$ cat src/rtl/clkdiv_pkg.sv
package clkdiv_pkg;

   function automatic int max_of(input int a, input int b);
      return (a > b) ? a : b;
   endfunction

   function automatic bit ratio_ok(input int r);
      return (r >= 2) && ((r % 2) == 0);
   endfunction

   function automatic int cnt_width(input int r);
      return (r > 2) ? $clog2(r) : 1;
   endfunction

endpackage

$ cat src/rtl/clkdiv_src_sel.sv
module clkdiv_src_sel #(
   parameter int PRE_RATIO = 2
) (
   input  logic fast_clk,
   input  logic hold,
   input  logic use_ref,
   input  logic ref_strobe,
   input  logic pre_div2,
   output logic adv_tick
);
   localparam int PW = clkdiv_pkg::cnt_width(PRE_RATIO);

   logic src_adv;
   logic pre_hit;

   if (PRE_RATIO < 2) begin : g_bad_ratio
      $error("clkdiv_src_sel: PRE_RATIO must be at least 2");
   end

   assign src_adv = use_ref ? ref_strobe : 1'b1;

   if (PRE_RATIO == 2) begin : g_toggle
      logic ph;
      always_ff @(posedge fast_clk) begin
         if (hold)         ph <= 1'b0;
         else if (src_adv) ph <= ~ph;
      end
      assign pre_hit = ph;
   end else begin : g_count
      logic [PW-1:0] pcnt;
      always_ff @(posedge fast_clk) begin
         if (hold) pcnt <= '0;
         else if (src_adv) begin
            if (pcnt == PW'(PRE_RATIO - 1)) pcnt <= '0;
            else                            pcnt <= pcnt + 1'b1;
         end
      end
      assign pre_hit = (pcnt == PW'(PRE_RATIO - 1));
   end

   assign adv_tick = src_adv & (~pre_div2 | pre_hit);

   AST_PREDIV_GAP: assert property (@(posedge fast_clk) disable iff (hold)
      (pre_div2 && adv_tick) |=> (!adv_tick || !pre_div2));

   AST_DIRECT_RATE: assert property (@(posedge fast_clk) disable iff (hold)
      (!use_ref && !pre_div2) |-> adv_tick);

   AST_REF_GATE: assert property (@(posedge fast_clk) disable iff (hold)
      (use_ref && !ref_strobe) |-> !adv_tick);

endmodule

$ cat src/rtl/clkdiv_bank.sv
module clkdiv_bank #(
   parameter int RATIO_SEL0 = 4,
   parameter int RATIO_SEL1 = 6,
   parameter int NUM_OUT    = 5
) (
   input  logic               fast_clk,
   input  logic               hold,
   input  logic               adv_tick,
   input  logic               ratio_sel,
   output logic [NUM_OUT-1:0] bank_clk,
   output logic               bank_en
);
   localparam int RMAX = clkdiv_pkg::max_of(RATIO_SEL0, RATIO_SEL1);
   localparam int CW   = clkdiv_pkg::cnt_width(RMAX);

   logic q;

   if (!clkdiv_pkg::ratio_ok(RATIO_SEL0) || !clkdiv_pkg::ratio_ok(RATIO_SEL1)) begin : g_bad_ratio
      $error("clkdiv_bank: ratios must be even and at least 2");
   end
   if (NUM_OUT < 1) begin : g_bad_outs
      $error("clkdiv_bank: NUM_OUT must be at least 1");
   end

   if (RMAX == 2) begin : g_toggle
      always_ff @(posedge fast_clk) begin
         if (hold)          q <= 1'b0;
         else if (adv_tick) q <= ~q;
      end
   end else begin : g_count
      logic [CW-1:0] cnt;
      logic [CW-1:0] last;
      logic [CW-1:0] half;

      assign last = ratio_sel ? CW'(RATIO_SEL1 - 1) : CW'(RATIO_SEL0 - 1);
      assign half = ratio_sel ? CW'(RATIO_SEL1 / 2) : CW'(RATIO_SEL0 / 2);

      always_ff @(posedge fast_clk) begin
         if (hold) begin
            cnt <= '0;
            q   <= 1'b0;
         end else if (adv_tick) begin
            if (cnt >= last) cnt <= '0;
            else             cnt <= cnt + 1'b1;
            q <= (cnt < half);
         end
      end

      AST_RISE_AT_ZERO: assert property (@(posedge fast_clk) disable iff (hold)
         $rose(q) |-> ($past(cnt) == '0));
   end

   AST_IDLE_STABLE: assert property (@(posedge fast_clk) disable iff (hold)
      !adv_tick |=> $stable(q));

   for (genvar g = 0; g < NUM_OUT; g++) begin : g_pin
      assign bank_clk[g] = q & ~hold;
   end
   assign bank_en = ~hold;

endmodule

$ cat src/rtl/clkdiv_multibank.sv
module clkdiv_multibank #(
   parameter int PRE_RATIO = 2,
   parameter int A_OUTS    = 5,
   parameter int A_SEL0    = 4,
   parameter int A_SEL1    = 6,
   parameter int B_OUTS    = 4,
   parameter int B_SEL0    = 4,
   parameter int B_SEL1    = 2,
   parameter int C_OUTS    = 2,
   parameter int C_SEL0    = 2,
   parameter int C_SEL1    = 4
) (
   input  logic              fast_clk,
   input  logic              ref_strobe,
   input  logic              use_ref,
   input  logic              pre_div2,
   input  logic              master_off,
   input  logic              sel_a,
   input  logic              sel_b,
   input  logic              sel_c,
   output logic [A_OUTS-1:0] bank_a_clk,
   output logic              bank_a_oe,
   output logic [B_OUTS-1:0] bank_b_clk,
   output logic              bank_b_oe,
   output logic [C_OUTS-1:0] bank_c_clk,
   output logic              bank_c_oe
);
   logic adv_tick;

   clkdiv_src_sel #(.PRE_RATIO(PRE_RATIO)) u_src (
      .fast_clk   (fast_clk),
      .hold       (master_off),
      .use_ref    (use_ref),
      .ref_strobe (ref_strobe),
      .pre_div2   (pre_div2),
      .adv_tick   (adv_tick)
   );

   clkdiv_bank #(.RATIO_SEL0(A_SEL0), .RATIO_SEL1(A_SEL1), .NUM_OUT(A_OUTS)) u_bank_a (
      .fast_clk (fast_clk), .hold (master_off), .adv_tick (adv_tick),
      .ratio_sel (sel_a), .bank_clk (bank_a_clk), .bank_en (bank_a_oe)
   );

   clkdiv_bank #(.RATIO_SEL0(B_SEL0), .RATIO_SEL1(B_SEL1), .NUM_OUT(B_OUTS)) u_bank_b (
      .fast_clk (fast_clk), .hold (master_off), .adv_tick (adv_tick),
      .ratio_sel (sel_b), .bank_clk (bank_b_clk), .bank_en (bank_b_oe)
   );

   clkdiv_bank #(.RATIO_SEL0(C_SEL0), .RATIO_SEL1(C_SEL1), .NUM_OUT(C_OUTS)) u_bank_c (
      .fast_clk (fast_clk), .hold (master_off), .adv_tick (adv_tick),
      .ratio_sel (sel_c), .bank_clk (bank_c_clk), .bank_en (bank_c_oe)
   );

endmodule

$ cat config.mk
export PLATFORM = sky130hd
export DESIGN_NAME = clkdiv_multibank
export DESIGN_NICKNAME = d
export VERILOG_FILES = /design/src/rtl/clkdiv_pkg.sv /design/src/rtl/clkdiv_src_sel.sv /design/src/rtl/clkdiv_bank.sv /design/src/rtl/clkdiv_multibank.sv
export SDC_FILE = /design/constraint.sdc
export NUM_CORES = 1
export LEC_CHECK = 0
export ABC_CLOCK_PERIOD_IN_PS = 1500
export BUFFER_PORTS_ARGS = -buffer_cell sky130_fd_sc_hd__buf_2
export CAP_MARGIN = 15
export CORE_MARGIN = 3
export CORE_UTILIZATION = 48
export DETAILED_ROUTE_END_ITERATION = 8
export PLACE_DENSITY = 0.73
export SLEW_MARGIN = 20
export SYNTH_ARGS = -nofsm -noshare
export SYNTH_HDL_FRONTEND = slang
export SYNTH_SLANG_ARGS = --single-unit
$ cat constraint.sdc
create_clock -name fast_clk -period 1.5 [get_ports fast_clk]
set_input_delay 0.3 -clock fast_clk [delete_from_list [all_inputs] [get_ports fast_clk]]
set_output_delay 0.3 -clock fast_clk [all_outputs]
set_load 0.03 [all_outputs]
==> metrics.md, run 1 <==
| Metric | Value |
|---|---|
| Status | `complete, no violations` |
| Fin area | `757.0 µm²` |
| Fraction of registers with async set or reset after synthesis | `0%` |
| Global placement routability congestion | `0.7385` |
| Required time of the critical path | `1.70 ns` |
| Clk_lat worst skew | `0.27 ns` |
| H-Tree Depth | `1` |
| Core Rows | `12` |
| Layout Nets | `111` |
| Number of max-cap violations | `0` |
| Synth Register Bits | `11` |
| Critical path class | `register to register` |
| Post-synth top cells | `11 x dfxtp_1, 10 x a21oi_1, 10 x buf_4, 10 x nor2_1, 5 x ha_1` |
| Post-synth EDFFs | `0` |
| Worst setup SP type | `register` |
| N_diodes | `0` |
| Final Hold Viols | `0` |
| Die ar. | `1888 µm²` |
| DR top layer | `met4` |
| GRT Overall Usage | `13.78%` |
| ANT nets after route | `0` |
| Worst hold path class | `primary input to register` |
| GRT Residual Overflow | `0` |
| Mux cell area share after synthesis | `0%` |
| Area of the multi-input gates | `346.6 µm²` |
| Most frequent cell after synthesis | `dfxtp_1` |
| Starting density of the core | `56.04%` |
| Power, Total | `760.7 µW` |
| DRT Pass-1 Iters | `4` |
| Initial antenna violation count | `0` |
| CTS clk-pin slew, worst paths | `0.07 ns` |
| RSZ-0062 raised after global routing | `false` |
| Routed vias/inst | `5.225` |
| Maximum root-to-sink buffer count | `2` |
| Largest family of logic cells by synthesized area | `simple AND/OR/NAND/NOR gates` |
| Post-synth top area cell | `dfxtp_1` |
| Die width | `43.45 µm` |
| Top area cells in the synthesized netlist | `dfxtp_1 33%, buf_4 11%, ha_1 9.3%, a21oi_1 7.4%, nor2_1 5.6%` |
| Synth top area share | `32.71%` |
| Pwr/cell area | `1005 nW/µm²` |
| Simple-gate area share of the yosys netlist | `26.58%` |
| Worst Path Arrival | `1.61 ns` |
| CTS tree | `done` |
| Yosys cell types | `25` |
| Rel. slew slack | `74.70%` |
| Met3 wire len | `78 µm` |
| Leakage power | `0.3781 nW` |
| Worst Max-Slew Pin Slew | `0.3699 ns` |
| Warnings, synthesis | `0` |
| DIE HEIGHT | `43.45 µm` |
| Post-DP HPWL | `920.6 µm` |
| # hold bufs at CTS | `0` |
| Final min period | `1.407 ns` |
| Main synth FF type | `dfxtp_1` |
| Clock sinks | `11` |
| Post-Synth Adder-Cell Area | `9.294%` |
| Slew Viols, Final | `0` |
| Met1 WL | `616 µm` |
| Avg Cell Area, Syn | `8.310 µm²` |
| DP Area | `730.7 µm²` |
| Compound-gate portion of the synthesized area | `14.31%` |
| Pin count of the biggest net entering global routing | `16` |
| Post-Synth XOR/XNOR Area | `1.301%` |
| CP endpoint kind | `register` |
| DR DRC count | `0` |
| Seq/Total Area, Yosys | `32.71%` |
| Max frequency | `710.6 MHz` |
| IO Port Bufs | `21` |
| First-pass GRT wire length | `2.014 mm` |
| Via count | `580` |
| Setup Fix Bufs, Post-CTS | `0` |
| Syn Nets | `94` |
| Fillcell total | `115` |
| Post-synthesis cell count | `81` |
| Top-Level Pins | `22` |
| WL/cell | `10.84 µm` |
| Routed wire length | `1.203 mm` |
| Core Footprint | `1201 µm²` |
| Inserted Clock Buffers | `3` |
| Post-cts resize count | `0` |
| P&R area growth vs syn | `12.45%` |
| Share of layout cells above drive strength 1 | `29.90%` |
| Final Setup Violations | `0` |
| Fin crit share | `93.82%` |
| Final Skew | `0.003842 ns` |
| Synth Cell Area | `673.1 µm²` |
| Met2 Wirelength | `487 µm` |
| Storage cell area | `220.2 µm²` |
| CTS root buf | `clkbuf_4` |
| VDD IR-drop max | `506.6 µV` |
| Vias in the first global route | `492` |
| Worst-path fanout max | `4` |
| DRT iter0 DRCs | `5` |
[power by group]
part / internal, mW / switching, mW
registers: 0.320 / 0.0205
clock network: 0.103 / 0.102
logic: 0.0861 / 0.129
[flip-flops by register name (all words and copies together) (netlist names)]
name	count
u_bank_a.g_count.cnt	3
u_bank_c.g_count.cnt	2
u_bank_a.q	1
u_bank_b.q	1
u_bank_b.g_count.cnt	2
u_src.g_toggle.ph	1
u_bank_c.q	1
[per-layer routing]
layer | track usage [%] | vias up
met3 | 2.490 | 4
met1 | 18.66 | 254
li1 | - | 305
met5 | 0 | -
met4 | 7.229 | 0
met2 | 20.65 | 17
[through the flow]
step | worst slack [ns] | hold WS [ns] | util (%) | instances | setup TNS, ns
3_3_place_gp | 0.03810 | 0.4653 | 60.83 | 107 | 0
2_1_floorplan | 0.02577 | 0.3691 | - | 81 | 0
3_5_place_dp | -0.02475 | 0.4758 | 60.83 | 107 | -0.02475
4_1_cts | 0.08976 | 0.3696 | 63.02 | 111 | 0
6_report | 0.09270 | 0.3736 | 63.02 | 111 | 0
5_1_grt | 0.01306 | 0.3825 | 63.02 | 111 | 0
[cells in the final DEF (no fill, tap or decap), types with 4 or more instances in the layout]
master / synthesis / layout
buf_2: 1 / 21
dfxtp_1: 11 / 11
a21oi_1: 10 / 10
nor2_1: 10 / 10
ha_1: 5 / 5
nor2b_1: 4 / 4
buf_4: 10 / 4
[final timing paths]
| kind | start | cells past startpoint | endpoint | slack [ns] |
|---|---|---|---|---|
| min reg2reg | u_bank_b.q | 2 | u_bank_b.q | 0.49 |
| max | u_bank_a.g_count.cnt[1] | 5 | u_bank_a.g_count.cnt[2] | 0.09 |
| max reg2reg | u_bank_a.g_count.cnt[1] | 5 | u_bank_a.g_count.cnt[2] | 0.09 |
| min | master_off | 2 | u_bank_b.g_count.cnt[0] | 0.37 |
[layout make-up]
type | instances | share of cell area, %
multi-input cells | 54 | 45.79
well taps | 14 | 2.314
repair buffers | 25 | 17.85
flip-flops and latches | 11 | 29.09
clock buffers | 4 | 3.471
inverters | 3 | 1.488
[logic make-up after synthesis]
family,count (synthesis)
XOR/XNOR,1
AND/OR/NAND/NOR,31
AO/OA/AOI/OAI,17
flip-flops,11
adder cells (fa/ha/maj),5
buffers and inverters,16
[critical path: stages (launching register included)]
cell	delay (ns)
dfxtp_1	0.32
ha_1	0.27
a21o_1	0.18
a21oi_1	0.28
nand4b_1	0.14
a31oi_1	0.16
Power figures use the tool's default switching activity.
==> inputs of run 2 (changes only) <==
Settings changed: RECOVER_POWER from default to 25.
==> run 2 against run 1 <==
  * Critical path depth stayed put
  * Total power is 0.61% lower
  * Flip-flop and latch count stayed put
  * Final cell count stayed put
  * Non-clock buffer count stayed put
  * Critical path type unchanged
  * Largest cell class unchanged
==> metrics.md, run 2 (synthesis results as in run 1) <==
| Metric | Value |
|---|---|
| VDD IR-drop max | `501.0 µV` |
| Crit path from | `u_bank_a.g_count.cnt[1]` |
| Start point of the worst hold path | `master_off` |
| Worst Hold Path EP | `u_bank_a.g_count.cnt[2]` |
| Sequential power share | `45.0%` |
| Max frequency | `709.7 MHz` |
| Max reg flops | `3` |
| Post-cts resize count | `0` |
| ANT nets after route | `0` |
| Routed vias/inst | `5.180` |
| Via count | `575` |
| Required time of the critical path | `1.70 ns` |
| Worst hold path class | `primary input to register` |
| Setup slack, reg-to-reg | `0.09 ns` |
| Top Usage Layer GRT | `met2` |
| Int Power | `504.4 µW` |
| Hold depth | `2` |
| GRT Residual Overflow | `0` |
| Worst Max-Slew Pin Slew | `0.4139 ns` |
| Layout Nets | `111` |
| Final Hold Viols | `0` |
| # hold bufs at CTS | `0` |
| Die width | `43.45 µm` |
| Final Setup Violations | `0` |
| DP Area | `730.7 µm²` |
| Worst-path fanout max | `4` |
| Biggest register | `u_bank_a.g_count.cnt` |
| Leakage power | `0.3653 nW` |
| Pwr/cell area | `1012 nW/µm²` |
| Routed wire length | `1.210 mm` |
| Initial antenna violation count | `0` |
| Final hold slack | `0.4126 ns` |
| H-Tree Depth | `1` |
| Met3 GRT Util | `2.490%` |
| Sw Share | `33.29%` |
| CTS tree | `done` |
| Net Sw Power | `251.7 µW` |
| Most frequent cells in the layout | `18 x buf_2, 11 x dfxtp_1, 10 x a21oi_1, 10 x nor2_1` |
| First-pass GRT wire length | `2.014 mm` |
| Comb pwr share | `27.9%` |
| Clk_lat worst skew | `0.27 ns` |
| Final min period | `1.409 ns` |
| Global placement routability congestion | `0.7385` |
| CTS root buf | `clkbuf_4` |
| Clock sinks | `11` |
| Worst setup margin | `0.09092 ns` |
| Fin crit share | `93.94%` |
| Number of max-cap violations | `0` |
| N_diodes | `0` |
| Die ar. | `1888 µm²` |
| Largest regs | `u_bank_a.g_count.cnt: 3 flops, u_bank_b.g_count.cnt: 2 flops, u_bank_c.g_count.cnt: 2 flops` |
| Fin area | `747.0 µm²` |
| CTS clk-pin slew, worst paths | `0.07 ns` |
| Leading cell type in the layout, fill and taps excluded | `buf_2` |
| Core Rows | `12` |
| RSZ-0062 raised after global routing | `false` |
| Starting density of the core | `56.04%` |
| DRT Pass-1 Iters | `4` |
| Top-Level Pins | `22` |
| WL/cell | `10.90 µm` |
| Critical path class | `register to register` |
| Post-DP HPWL | `920.6 µm` |
| Routing usage on met1 | `18.66%` |
| CP endpoint kind | `register` |
| Rel. slew slack | `72.41%` |
| Worst r2r src | `u_bank_a.g_count.cnt[1]` |
| DR DRC count | `0` |
| Capturing point of the worst reg2reg path | `u_bank_a.g_count.cnt[2]` |
| Worst Path Arrival | `1.61 ns` |
| P&R area growth vs syn | `10.97%` |
| Share of layout cells above drive strength 1 | `25.77%` |
| Core Footprint | `1201 µm²` |
| Vias in the first global route | `492` |
| Maximum root-to-sink buffer count | `2` |
| Worst setup SP type | `register` |
| Inserted Clock Buffers | `3` |
| DRT iter0 DRCs | `5` |
| IO Port Bufs | `21` |
| Pin count of the biggest net entering global routing | `16` |
| Final Skew | `0.003604 ns` |
| Slew Viols, Final | `0` |
| GRT Overall Usage | `13.78%` |
| Met2 usage in global routing | `20.65%` |
| DIE HEIGHT | `43.45 µm` |
| Clock share of power | `27.1%` |
| Worst r2r path cells | `5` |
| Pre-CTS setup slack | `-0.02475 ns` |
| Setup Fix Bufs, Post-CTS | `0` |
| Status | `complete, no violations` |
-- run 2: cell count changes in the layout (fill, tap and decap cells not counted), sizes merged --
cell | previous run | this run
buf | 25 | 20
clkbuf | 4 | 9
-- run 2: layout make-up --
class	count	area [µm²]
Multi-Input combinational cell	54	346.6
Tap cell	14	17.52
Sequential cell	11	220.2
Inverter	3	11.26
Timing Repair Buffer	25	125.1
Fill cell	117	454.2
Clock buffer	4	26.28
-- run 2: how the worst max path moves through the flow --
| stage | slack [ns] | cells past startpoint | end |
|---|---|---|---|
| CTS | 0.09 | 5 | u_bank_a.g_count.cnt[2] |
| global placement | 0.04 | 6 | u_bank_a.g_count.cnt[2] |
| finish | 0.09 | 5 | u_bank_a.g_count.cnt[2] |
| floorplan | 0.03 | 2 | bank_a_clk[1] |
| detailed placement | -0.02 | 6 | u_bank_a.g_count.cnt[2] |
| global route | 0.01 | 5 | u_bank_a.g_count.cnt[2] |
-- run 2: through the flow --
stage	total power, mW	TNS [ns]	cells	utilization [%]
floorplan	0.5217	0	81	-
global placement	0.5591	0	107	60.83
detailed placement	0.5628	-0.02475	107	60.83
CTS	0.7698	0	111	63.02
global route	0.8033	0	111	62.19
finish	0.7561	0	111	62.19
-- run 2: routing by layer --
metal,routed length [µm],part of all wire (%)
met3,77,6.4
met2,485,40
met5,0,0
met1,626,52
met4,21,1.7
-- run 2: worst max-delay path: stages (launching register included) --
cell and delay [ns]:
dfxtp_1 0.32, ha_1 0.27, a21o_1 0.18, a21oi_1 0.28, nand4b_1 0.14, a31oi_1 0.16
-- run 2: power groups by stage --
stage          clock network (mW)  logic (mW)  registers (mW)
6_report                    0.205       0.211           0.340
5_1_grt                     0.222       0.237           0.344
4_1_cts                     0.212       0.217           0.340
3_5_place_dp                    0       0.216           0.347
3_3_place_gp                    0       0.213           0.346
2_1_floorplan                   0       0.178           0.343
